--- config.mk ---
export PLATFORM = sky130hd
export DESIGN_NAME = line_prefetch_buf
export DESIGN_NICKNAME = d
export VERILOG_FILES = /design/src/rtl/lpb_pkg.sv /design/src/rtl/lpb_countdown.sv /design/src/rtl/lpb_page_tracker.sv /design/src/rtl/lpb_line_buf.sv /design/src/rtl/line_prefetch_buf.sv
export SDC_FILE = /design/constraint.sdc
export NUM_CORES = 1
export LEC_CHECK = 0
export BUFFER_PORTS_ARGS = -buffer_cell sky130_fd_sc_hd__clkbuf_2
export CAP_MARGIN = 30
export CORE_AREA = 2 2 234 236
export CTS_CLUSTER_SIZE = 25
export DETAILED_ROUTE_END_ITERATION = 7
export DIE_AREA = 0 0 236 238
export PLACE_DENSITY = 0.68
export SYNTH_ARGS = -nofsm -noshare
export SYNTH_HDL_FRONTEND = slang
export SYNTH_HIERARCHICAL = 1
export SYNTH_SLANG_ARGS = --single-unit
export TNS_END_PERCENT = 10
--- constraint.sdc ---
create_clock -name clk -period 37.4 [get_ports clk]
set_input_delay 5.61 -clock clk [delete_from_list [all_inputs] [get_ports clk]]
set_output_delay 5.61 -clock clk [all_outputs]
set_load 0.02 [all_outputs]
--- src/rtl/lpb_pkg.sv ---
package lpb_pkg;
  typedef enum logic [1:0] {
    ST_IDLE   = 2'd0,
    ST_DEMAND = 2'd1,
    ST_AHEAD  = 2'd2
  } lpb_state_e;
endpackage

--- src/rtl/lpb_countdown.sv ---
module lpb_countdown #(
  parameter int CNT_W = 5,
  parameter int MAX_V = 22
) (
  input  logic             clk,
  input  logic             rst_n,
  input  logic             load,
  input  logic [CNT_W-1:0] load_val,
  output logic             zero
);
  logic [CNT_W-1:0] cnt;

  always_ff @(posedge clk) begin
    if (!rst_n)          cnt <= '0;
    else if (load)       cnt <= load_val;
    else if (cnt != '0)  cnt <= cnt - CNT_W'(1);
  end

  assign zero = (cnt == '0);

  // the wait never exceeds the closed-page latency
  assert_count_bound_R2: assert property (@(posedge clk) disable iff (!rst_n)
    cnt <= CNT_W'(MAX_V));
endmodule

--- src/rtl/lpb_page_tracker.sv ---
module lpb_page_tracker #(
  parameter int PG_W     = 20,
  parameter int CNT_W    = 5,
  parameter int LAT_SAME = 7,
  parameter int LAT_OPEN = 23
) (
  input  logic             clk,
  input  logic             rst_n,
  input  logic [PG_W-1:0]  probe_page,
  input  logic             open_en,
  output logic [CNT_W-1:0] wait_val
);
  logic [PG_W-1:0] open_page;
  logic            page_live;

  always_ff @(posedge clk) begin
    if (!rst_n) begin
      page_live <= 1'b0;
      open_page <= '0;
    end else if (open_en) begin
      page_live <= 1'b1;
      open_page <= probe_page;
    end
  end

  assign wait_val = (page_live && open_page == probe_page) ?
                    CNT_W'(LAT_SAME - 1) : CNT_W'(LAT_OPEN - 1);

  assert_page_opened_R4: assert property (@(posedge clk) disable iff (!rst_n)
    open_en |=> page_live);
endmodule

--- src/rtl/lpb_line_buf.sv ---
module lpb_line_buf #(
  parameter int LINE_AW = 26,
  parameter int LINE_W  = 256
) (
  input  logic               clk,
  input  logic               rst_n,
  input  logic               fill,
  input  logic [LINE_AW-1:0] fill_tag,
  input  logic [LINE_W-1:0]  fill_data,
  input  logic               clear,
  input  logic [LINE_AW-1:0] look_addr,
  output logic               hit,
  output logic [LINE_W-1:0]  held_data
);
  logic               held_ok;
  logic [LINE_AW-1:0] held_tag;

  always_ff @(posedge clk) begin
    if (!rst_n) begin
      held_ok  <= 1'b0;
      held_tag <= '0;
    end else if (clear) begin
      held_ok  <= 1'b0;
    end else if (fill) begin
      held_ok  <= 1'b1;
      held_tag <= fill_tag;
    end
  end

  always_ff @(posedge clk) begin
    if (fill) held_data <= fill_data;
  end

  assign hit = held_ok && (held_tag == look_addr);

  assert_clear_R7: assert property (@(posedge clk) disable iff (!rst_n)
    clear |=> !held_ok);
  assert_fill_R5: assert property (@(posedge clk) disable iff (!rst_n)
    (fill && !clear) |=> held_ok && held_tag == $past(fill_tag));
endmodule

--- src/rtl/line_prefetch_buf.sv ---
module line_prefetch_buf
  import lpb_pkg::*;
#(
  parameter int LINE_AW    = 26,
  parameter int WORD_W     = 64,
  parameter int LINE_WORDS = 4,
  parameter int PAGE_W     = 6,
  parameter int LAT_SAME   = 7,
  parameter int LAT_OPEN   = 23,
  localparam int LINE_W    = WORD_W * LINE_WORDS
) (
  input  logic               clk,
  input  logic               rst_n,
  input  logic               ahead_en,
  input  logic               req_valid,
  output logic               req_ready,
  input  logic [LINE_AW-1:0] req_addr,
  output logic               rsp_valid,
  input  logic               rsp_ready,
  output logic [LINE_W-1:0]  rsp_data,
  output logic               mem_active,
  output logic [LINE_AW-1:0] mem_addr,
  input  logic [LINE_W-1:0]  mem_rdata
);
  localparam int CNT_W = $clog2(LAT_OPEN);
  localparam int PG_W  = LINE_AW - PAGE_W;

  lpb_state_e         state;
  logic [LINE_AW-1:0] cur_addr;
  logic [LINE_AW-1:0] next_addr;
  logic               from_buf;
  logic               accept;
  logic               buf_hit;
  logic               hit;
  logic               done;
  logic               fill_end;
  logic               pf_start;
  logic               pf_fill;
  logic [LINE_AW-1:0] probe_addr;
  logic [CNT_W-1:0]   wait_val;
  logic [CNT_W-1:0]   load_val;
  logic [LINE_W-1:0]  buf_data;

  assign req_ready  = (state != ST_DEMAND) && !rsp_valid;
  assign accept     = req_valid && req_ready;
  assign hit        = ahead_en && buf_hit;
  assign next_addr  = cur_addr + LINE_AW'(1);
  assign fill_end   = (state == ST_DEMAND) && done;
  assign pf_start   = fill_end && ahead_en;
  assign pf_fill    = (state == ST_AHEAD) && done && ahead_en && !accept;
  assign probe_addr = fill_end ? next_addr : req_addr;
  assign load_val   = (accept && hit) ? '0 : wait_val;

  lpb_countdown #(.CNT_W(CNT_W), .MAX_V(LAT_OPEN - 1)) u_wait (
    .clk      (clk),
    .rst_n    (rst_n),
    .load     (accept || pf_start),
    .load_val (load_val),
    .zero     (done)
  );

  lpb_page_tracker #(.PG_W(PG_W), .CNT_W(CNT_W), .LAT_SAME(LAT_SAME),
                     .LAT_OPEN(LAT_OPEN)) u_page (
    .clk        (clk),
    .rst_n      (rst_n),
    .probe_page (probe_addr[LINE_AW-1:PAGE_W]),
    .open_en    ((accept && !hit) || pf_start),
    .wait_val   (wait_val)
  );

  lpb_line_buf #(.LINE_AW(LINE_AW), .LINE_W(LINE_W)) u_buf (
    .clk       (clk),
    .rst_n     (rst_n),
    .fill      (pf_fill),
    .fill_tag  (mem_addr),
    .fill_data (mem_rdata),
    .clear     (!ahead_en),
    .look_addr (req_addr),
    .hit       (buf_hit),
    .held_data (buf_data)
  );

  always_ff @(posedge clk) begin
    if (!rst_n) begin
      state      <= ST_IDLE;
      cur_addr   <= '0;
      from_buf   <= 1'b0;
      mem_active <= 1'b0;
      mem_addr   <= '0;
      rsp_valid  <= 1'b0;
    end else begin
      if (rsp_valid && rsp_ready) rsp_valid <= 1'b0;
      if (accept) begin
        state      <= ST_DEMAND;
        cur_addr   <= req_addr;
        from_buf   <= hit;
        mem_active <= !hit;
        if (!hit) mem_addr <= req_addr;
      end else if (fill_end) begin
        rsp_valid  <= 1'b1;
        state      <= ahead_en ? ST_AHEAD : ST_IDLE;
        mem_active <= ahead_en;
        if (ahead_en) mem_addr <= next_addr;
      end else if (state == ST_AHEAD && (!ahead_en || done)) begin
        state      <= ST_IDLE;
        mem_active <= 1'b0;
      end
    end
  end

  always_ff @(posedge clk) begin
    if (fill_end) rsp_data <= from_buf ? buf_data : mem_rdata;
  end

  assert_rsp_hold_R9: assert property (@(posedge clk) disable iff (!rst_n)
    (rsp_valid && !rsp_ready) |=> rsp_valid && $stable(rsp_data));
  assert_single_outstanding_R9: assert property (@(posedge clk) disable iff (!rst_n)
    accept |=> !req_ready);
  assert_hit_quiet_R6: assert property (@(posedge clk) disable iff (!rst_n)
    (accept && hit) |=> !mem_active);
  assert_hit_fast_R6: assert property (@(posedge clk) disable iff (!rst_n)
    (accept && hit) |=> ##1 rsp_valid);
  assert_next_line_R5: assert property (@(posedge clk) disable iff (!rst_n)
    ($rose(rsp_valid) && $past(ahead_en)) |-> mem_active && mem_addr == $past(next_addr));
endmodule

# Word level (Yosys, flattened, before mapping)
# Index checks and enable logic that the tools add are counted.
# Widths: inputs -> output; s select.
[classes]
reduce_logical = 32
bitwise = 1
mux = 20
eq_ne = 6
addsub = 2
[op_table]
columns = ["cell", "count"]
rows = [
  ["$mux 256", 1],
  ["$mux 26", 5],
  ["$add 26x1->26 const B", 1],
  ["$eq 26x26->1", 1],
  ["$eq 20x20->1", 1],
  ["$mux 5", 4],
  ["$logic_and 1x1->1", 14],
  ["$reduce_bool 2->1", 4],
  ["$mux 1", 7],
  ["$mux 2", 3],
  ["$logic_not 5->1", 1],
  ["$reduce_bool 5->1", 1],
  ["$sub 5x1->5 const B", 1],
  ["$logic_not 1->1", 4],
  ["$reduce_and 2->1", 2],
  ["$logic_or 1x1->1", 3],
  ["$reduce_and 3->1", 1],
  ["$reduce_bool 3->1", 1],
  ["$eq 2x1->1 const B", 1],
  ["$eq 2x2->1 const B", 1],
  ["$ne 2x1->1 const B", 1],
  ["$ne 2x2->1 const B", 1],
  ["$reduce_or 2->1", 1],
  ["$not 1->1", 1],
]
[word_totals]
wordCells = 75
in_bits = 287
register_bits = 622

# Depth between registers and ports, before layout
# Gate-level depths: netlist (run 1).
[depth]
depth_word = 8
ltp_mapped = 14

# Modules after synthesis
# Netlist (run 1), hierarchy kept.
[modules_own_cells]
columns = ["mod", "cells_each", "instances", "area_each_um2", "seq_area_each_um2"]
rows = [
  ["line_prefetch_buf", 938, 1, 13660.6, 8828.5],
  ["lpb_line_buf", 408, 1, 8962.3, 8227.9],
  ["lpb_page_tracker", 100, 1, 1036.0, 420.4],
  ["lpb_countdown", 34, 1, 300.3, 100.1],
]

# Worst setup path after synthesis (run 1)
# Ideal clock, no wire load.
[synth_timing]
path_kind = "input -> register"
startpoint = "in req_valid"
endpoint = "reg u_buf.held_tag[0]"
setup_slack_ns = 12.022
setup_ns = 0.076
stages = 10
t_required_ns = 37.324
t_arrival_ns = 25.302
path_cell_list = "nand2b_1 > nor2_1 > clkbuf_1 > clkbuf_1 > nor3_1 > nor2b_1 > clkbuf_1 > clkbuf_1 > nand2_1 > a21boi_0"
[synth_via]
elab_chain_len = 4
[synth_rtl]
columns = ["item", "line_no", "source"]
rows = [
  ["from (decl)", "line_prefetch_buf.sv:15", "input logic req_valid,"],
  ["$logic_and 1x1->1", "line_prefetch_buf.sv:45", "assign accept = req_valid && req_ready;"],
  ["$logic_not 1->1", "line_prefetch_buf.sv:50", "assign pf_fill = (state == ST_AHEAD) && done && ahead_en && !accept;"],
  ["$logic_and 1x1->1", "line_prefetch_buf.sv:50", ""],
  ["named net pf_fill", "line_prefetch_buf.sv:38", "logic pf_fill;"],
  ["$reduce_and 2->1 (no line)", "--", ""],
  ["to (signal assigned)", "lpb_line_buf.sv:26", "held_tag <= fill_tag;"],
  ["to (decl)", "lpb_line_buf.sv:16", "logic [LINE_AW-1:0] held_tag;"],
]
# The timed path passes the listed nets, and every way through them passes these cells.
# A chain may end at the register's enable or synchronous reset.

# Worst setup path after layout (run 1)
[layout_timing]
startpoint = "in req_addr[21]"
endpoint = "reg mem_addr[11]"
[layout_via]
elab_chain_len = 5
[layout_rtl]
columns = ["item", "line_no", "source"]
rows = [
  ["from (decl)", "line_prefetch_buf.sv:17", "input logic [LINE_AW-1:0] req_addr,"],
  ["$eq 26x26->1", "lpb_line_buf.sv:34", "assign hit = held_ok && (held_tag == look_addr);"],
  ["$logic_and 1x1->1", "lpb_line_buf.sv:34", ""],
  ["named net buf_hit", "line_prefetch_buf.sv:33", "logic buf_hit;"],
  ["$logic_and 1x1->1", "line_prefetch_buf.sv:46", "assign hit = ahead_en && buf_hit;"],
  ["$ne 2x2->1 (no line)", "--", ""],
  ["$reduce_and 3->1 (no line)", "--", ""],
  ["to (signal assigned)", "line_prefetch_buf.sv:98", "if (!hit) mem_addr <= req_addr;"],
  ["to (signal assigned)", "line_prefetch_buf.sv:103", "if (ahead_en) mem_addr <= next_addr;"],
  ["to (decl)", "line_prefetch_buf.sv:22", "output logic [LINE_AW-1:0] mem_addr,"],
]
# The timed path passes the listed nets, and every way through them passes these cells.

==> results of run 1 <==
-- kinds of logic after synthesis --
logic type      after synthesis  share of synthesized area, %
compound gates              129                          3.46
simple gates                295                          6.10
other cells                   2                        0.0313
xor+xnor                     71                          2.60
buf+inv                      83                          1.48
fa+ha+maj                     2                         0.104
flops                       622                          73.4
mux                         276                          12.9
-- sequential cells by signal, indices dropped and copies added, names as in the netlist, 2 cells and up --
register and flops:
cur_addr 26, mem_addr 26, rsp_data 256, state 2
u_buf/held_data 256, u_buf/held_tag 26, u_page/open_page 20, u_wait/cnt 5
-- worst max path at each step --
stage,cells past startpoint,slack [ns],end,start
6_report,12,29.00,mem_addr[11],req_addr[21]
5_1_grt,12,28.81,mem_addr[16],req_addr[2]
4_1_cts,12,29.04,mem_addr[11],req_addr[21]
3_5_place_dp,12,28.39,mem_addr[16],req_addr[21]
3_3_place_gp,12,28.48,mem_addr[9],req_addr[2]
2_1_floorplan,10,12.02,u_buf/held_tag[0],req_valid
-- per-layer routing --
| metal | track usage (%) | part of all wire, % |
|---|---|---|
| met1 | 30.1 | 40 |
| met2 | 39.5 | 49 |
| met3 | 6.06 | 7.7 |
| met4 | 8.24 | 3.0 |
| met5 | 0 | 0.059 |
-- metrics by stage --
| step | setup slack (ns) | instance area [um^2] | power, mW |
|---|---|---|---|
| finish | 29.00 | 29700 | 1.67 |
| CTS | 29.04 | 29700 | 1.68 |
| global route | 28.81 | 29700 | 1.73 |
| global placement | 28.48 | 27500 | 1.06 |
| floorplan | 12.02 | 24000 | 0.981 |
| detailed placement | 28.39 | 27700 | 1.07 |
-- final cells by class --
class | count | share of cell area, %
Tap cell | 696 | 2.93
Clock buffer | 85 | 6.01
Inverter | 10 | 0.152
Antenna cell | 3 | 0.0253
Multi-Input combinational cell | 777 | 20.4
Sequential cell | 622 | 59.2
Clock inverter | 32 | 0.704
Timing Repair Buffer | 591 | 10.6
-- tightest hold or removal path, cell delays in order (launching register included) --
cell and delay (ns):
dfxtp_1 0.31, nand2_1 0.05, a21boi_0 0.06
-- cells in the final DEF (no fill, tap or decap), drive strengths merged, types with 2 or more instances in the layout --
| cell type | instances |
|---|---|
| o211ai | 6 |
| nand2 | 146 |
| clkbuf | 656 |
| and3 | 6 |
| o21ai | 28 |
| diode | 3 |
| nor2b | 28 |
| ha | 2 |
| o2111ai | 2 |
| xnor2 | 58 |
| a21boi | 28 |
| a21oi | 36 |
| a31o | 2 |
| mux2i | 20 |
| nand3 | 36 |
| nor2 | 16 |
| or3 | 2 |
| mux2 | 256 |
| o311ai | 4 |
| edfxtp | 512 |
| or4 | 3 |
| dfxtp | 110 |
| inv | 13 |
| and2 | 2 |
| nand4 | 23 |
| clkinv | 28 |
| nor4 | 8 |
| nand2b | 8 |
| buf | 20 |
| and4 | 6 |
| o221ai | 10 |
| xor2 | 13 |
| conb | 4 |
| nor3 | 8 |
| a31oi | 6 |
-- report_power, final --
| group | switching (mW) | internal (mW) |
|---|---|---|
| clock network | 0.267 | 0.346 |
| logic | 0.153 | 0.0714 |
| registers | 0.0227 | 0.809 |
==> results by group, run 1 <==
Timing
  – Final Setup Violations: 0
  – Min Tclk post-route: 8.40 ns
  – Final Max Tran Viols: 0
  – Peak Freq: 119 MHz
  – Clock skew: 0.0209 ns
  – Fin Setup TNS: 0 ns
  – Max_slew headroom: 33.1%
  – Hold WS: around 0.48 ns
  – RSZ-0062 raised after global routing: no
  – Final Hold Viols: 0
  – Final period utilization: roughly 22%
  – Worst slew pin tran: ~1.0 ns

GRT
  – GR Util All Layers: 23.7%
  – Vias in the first global route: roughly 15k
  – First-pass GRT wire length: 99,000 um
  – Initial antenna violation count: 6
  – Largest net degree at the start of global routing: between 100 and 150
  – Remaining global-route overflow: 0

Synth
  – FFs w/ async S/R, synth: 0%
  – Post-synth EDFFs: 512
  – Most numerous cell in the Yosys netlist: edfxtp_1
  – Yosys top cell area share: 64.2%
  – Post-synthesis sequential area ratio: between 70 and 80%
  – Library cells used by synthesis: 55
  – Synth Register Bits: 622
  – Syn. warnings: 6
  – Top cells by count, synth: edfxtp_1, mux2_2, nand2_1
  – Synth Cell Area: approximately 24,000 um^2
  – Synth top area cells: edfxtp_1, mux2_2, dfxtp_1
  – Yosys top cell by area: edfxtp_1
  – Mapped Avg Cell Area: 16.2 um^2
  – Cell count after synthesis: 1,480
  – Main synth FF type: edfxtp_1

Drt
  – Drt drc: 0
  – ANT nets after route: 0
  – Via count: 15.1k
  – Drt initial violations: between 1k and 1.5k
  – TritonRoute pass-1 iters: 6
  – Drt via density: 5.38
  – Avg WL per Cell: between 20 and 25 um
  – Routed Wire Length: around 68,000 um

Clock tree
  – Clock Latency Late Sink: approximately 0.60 ns
  – Num CTS Buffers: 67
  – CTS tree: built
  – Postcts setup bufs: 0
  – PostCTS Resize Cnt: 0
  – Clock Path Buffers: 3
  – CTS Root Buffer Type: clkbuf_16
  – Clock-pin slew on the worst setup and hold paths: 0.06 ns
  – CTS H-tree depth: 3
  – CTS Hold Bufs: 0
  – Clk sinks: 622

Power
  – Leakage power: 10.9 nW
  – Peak VDD IR: 33.7 uV
  – Pwr dens: 56.2 nW/um^2

Worst setup path
  – R2R Path End: mem_addr[11]
  – R2r setup slk: 33.56 ns
  – Worst Path Arrival: between 8 and 9 ns
  – Crit-path cells: clkbuf_2 -> xnor2_1 -> nand4_1 -> or4_1 -> nor4_2 -> and2_1 -> nor3_2 -> nor2_2 -> buf_4 -> inv_2 -> nand3_1 -> o221ai_1
  – Buf/Inv on CP: 3
  – R2R cell count: 10
  – CP top delay family: simple AND/OR/NAND/NOR gates
  – Slowest stage delay, CP: around 0.55 ns
  – Max stage delay cell, worst path: or4_1
  – Crit. End Element: register
  – Crit Reg-Reg Startpoint: u_wait/cnt[0]
  – Crit path launch type: input pin
  – Req. time, crit path: 37.85 ns
  – Kind of critical path: input pin to register
  – CP max FO: 38

Cells and area
  – Storage cell area: 17,600 um^2
  – Layout cells sized above 1: 45.0%
  – Area Overhead vs Synth: 23.9%
  – Fill cells: 4,360
  – Final Core Density: 55.5%
  – NumNets Final: 2,358
  – Final cell count without fillers: between 2k and 3k
  – Multi-input gate area: 6050 um^2

Min path
  – Hold Crit Depth: 2
  – Hold Path Class: register to register
  – Worst Hold Path EP: u_buf/held_tag[11]
  – Hold Crit Start: u_buf/held_tag[11]

Floorplan
  – Initial core utilization: 44.8%
  – Core region area: 53,500 um^2
  – Die area: 56,200 um^2
  – Die H: 238 um
  – Io pins: 572
  – Die span in x: 236 um
  – Core Rows: 85

Placed design
  – Routability cong.: 0.932
  – DP Wirelength: 49,100 um
  – Cells after DPL: 2,696
  – Port buffer count: 571

Status
  – Outcome: complete, no violations

Run
  – Max Cap Viol: 0
Power figures use the tool's default switching activity.
==> inputs of run 2 (changes only) <==
==> constraint.sdc (replaced) <==
create_clock -name clk -period 8.6 [get_ports clk]
set_input_delay 1.29 -clock clk [delete_from_list [all_inputs] [get_ports clk]]
set_output_delay 1.29 -clock clk [all_outputs]
set_load 0.02 [all_outputs]
==> run 2 against run 1 <==
- cell area shrank 0.39%
- total power grew to 4.3 times the previous value
- worst hold slack lost 0.0087 ns
- global-route usage decreased by 0.67 points
- cell count fell by 0.25%
- routed wire length shrank 2.2%
- utilization fell by 0.22 points
- largest cell class unchanged
- sequential power grew to 4.4 times the previous value
- non-clock buffer count decreased by 7
==> results by group, run 2 (synthesized netlist as in run 1, its figures left out) <==
Status
  – Outcome: complete, no violations (unchanged)

Cells and area
  – Largest regs: rsp_data (256), u_buf/held_data (256) (unchanged)
  – Final instance area: 29,600 um^2 (was 29,700 um^2)
  – Final cell count without fillers: 2,809 (was 2,816)
  – Commonest non-fill, non-tap cell in the layout: clkbuf_2 (unchanged)
  – Fill cells: 4,316 (was 4,360)
  – Commonest non-fill, non-tap cells in the layout: clkbuf_2, edfxtp_1, mux2_2 (unchanged)
  – Layout cells sized above 1: 44.6% (was 45.0%)
  – NumNets Final: 2,350 (was 2,358)
  – Area Overhead vs Synth: 23.4% (was 23.9%)
  – Final Core Density: 55.3% (was 55.5%)

Timing
  – Peak Freq: around 250 MHz
  – Final period utilization: 46.7%
  – Final Hold Viols: 0 (unchanged)
  – Clock skew: 0.0271 ns (was 0.0209 ns)
  – Final Max Tran Viols: 0 (unchanged)
  – Min Tclk post-route: 4.02 ns
  – Final Setup Violations: 0 (unchanged)
  – Worst slew pin tran: 1.45 ns (was 1.00 ns)
  – RSZ-0062 raised after global routing: no (unchanged)
  – Max_slew headroom: 3.39% (was 33.1%)
  – Hold WS: 0.468 ns (was 0.477 ns)

Worst setup path
  – Worst Path Arrival: 4.46 ns (was 8.85 ns)
  – Crit. End Element: register (unchanged)
  – Kind of critical path: input pin to register (unchanged)
  – Crit path launch type: input pin (unchanged)
  – Req. time, crit path: 9.04 ns (was 37.85 ns)
  – CP max FO: 38 (unchanged)

Drt
  – Drt initial violations: 1,230 (was 1,113)
  – Routed Wire Length: 66,200 um (was 67,700 um)
  – Avg WL per Cell: 23.6 um (was 24.0 um)
  – Drt via density: 5.35 (was 5.38)
  – Drt drc: 0 (unchanged)
  – Via count: 15.0k (was 15.1k)
  – TritonRoute pass-1 iters: 5 (was 6)
  – ANT nets after route: 0 (unchanged)

Clock tree
  – Postcts setup bufs: 0 (unchanged)
  – Num CTS Buffers: 66 (was 67)
  – CTS H-tree depth: 3 (unchanged)
  – Clk sinks: 622 (unchanged)
  – CTS Root Buffer Type: clkbuf_16 (unchanged)
  – Clock Path Buffers: 3 (unchanged)
  – PostCTS Resize Cnt: 0 (unchanged)
  – Clock-pin slew on the worst setup and hold paths: 0.06 ns (about the same)
  – Clock Latency Late Sink: 0.59 ns (was 0.60 ns)
  – CTS tree: built (unchanged)
  – CTS Hold Bufs: 0 (unchanged)

Min path
  – Hold Path Class: register to register (unchanged)

Floorplan
  – Initial core utilization: 44.8% (unchanged)
  – Die H: 238 um (unchanged)
  – Io pins: 572 (unchanged)
  – Core Rows: 85 (unchanged)
  – Die span in x: 236 um (unchanged)
  – Core region area: 53,500 um^2 (unchanged)
  – Die area: 56,200 um^2 (unchanged)

Placed design
  – DP Wirelength: 47,600 um (was 49,100 um)
  – Routability cong.: 0.901 (was 0.932)
  – Cells after DPL: 2,689 (was 2,696)
  – Placed Area: 27,600 um^2 (was 27,700 um^2)
  – Port buffer count: 571 (unchanged)

GRT
  – GR Util All Layers: 23.0% (was 23.7%)
  – Initial antenna violation count: 9 (was 6)
  – First-pass GRT wire length: 97,000 um (was 99,000 um)
  – Vias in the first global route: 14.9k (was 15.1k)
  – Largest net degree at the start of global routing: 174 (was 147)
  – Remaining global-route overflow: 0 (unchanged)

Power
  – Peak VDD IR: 142 uV (was 33.7 uV)
  – Pwr dens: 244 nW/um^2 (was 56.2 nW/um^2)
  – Leakage power: 10.8 nW (was 10.9 nW)

Run
  – Max Cap Viol: 0 (unchanged)
## run 2: changes by cell type in the layout (fill, tap and decap cells not counted), sizes merged
cell    before  now
diode        3    7
clkinv      28   21
bufinv       1    3
buf         20   13
clkbuf     656  658
inv         13   12
## run 2: final cells by class
class                   count  area (um^2)  area share, %
flip-flops and latches    622        17600           59.5
clock inverters            26          203          0.685
clock buffers              87         1770           5.99
well taps                 696          871           2.94
diodes                      7         17.5         0.0592
multi-input cells         777         6060           20.5
inverters                  10         45.0          0.152
repair buffers            584         3020           10.2
## run 2: where the power goes
| part | leakage, nW | switching (mW) | internal (mW) |
|---|---|---|---|
| clock network | 0.963 | 1.12 | 1.54 |
| registers | 5.53 | 0.0980 | 3.52 |
| logic | 4.32 | 0.646 | 0.301 |
| total | 10.8 | 1.87 | 5.36 |
## run 2: path summary, 6_finish.rpt
path                      start            to  slack (ns)  cells past startpoint
setup reg to reg  u_wait/cnt[0]  mem_addr[12]        4.87                     10
hold / removal     cur_addr[25]  cur_addr[25]        0.47                      2
hold reg to reg    cur_addr[25]  cur_addr[25]        0.47                      2
setup / recovery    req_addr[2]  mem_addr[12]        4.58                     12
## run 2: routing by layer
layer	track usage, %	vias to the layer above	part of all wire [%]
li1	-	6744	-
met1	28.7	7568	39
met2	38.9	624	50
met3	5.66	88	7.5
met4	8.53	6	2.8
met5	0	-	0.054
## run 2: metrics by stage
| stage | worst slack [ns] | setup TNS (ns) | power (mW) |
|---|---|---|---|
| after floorplan | -0.0897 | -1.79 | 4.27 |
| after global placement | 4.07 | 0 | 4.61 |
| after detailed placement | 4.04 | 0 | 4.63 |
| after CTS | 4.66 | 0 | 7.29 |
| after global routing | 4.36 | 0 | 7.49 |
| final | 4.58 | 0 | 7.23 |
## run 2: worst max-delay path: stages
cell and delay, ns:
clkbuf_2 0.11, xnor2_1 0.28, nand4_1 0.14, or4_1 0.54, nor4_2 0.32, and2_1 0.18
nor3_2 0.07, nor2_2 0.10, buf_4 0.31, inv_2 0.41, nand3_1 0.51, o221ai_1 0.17
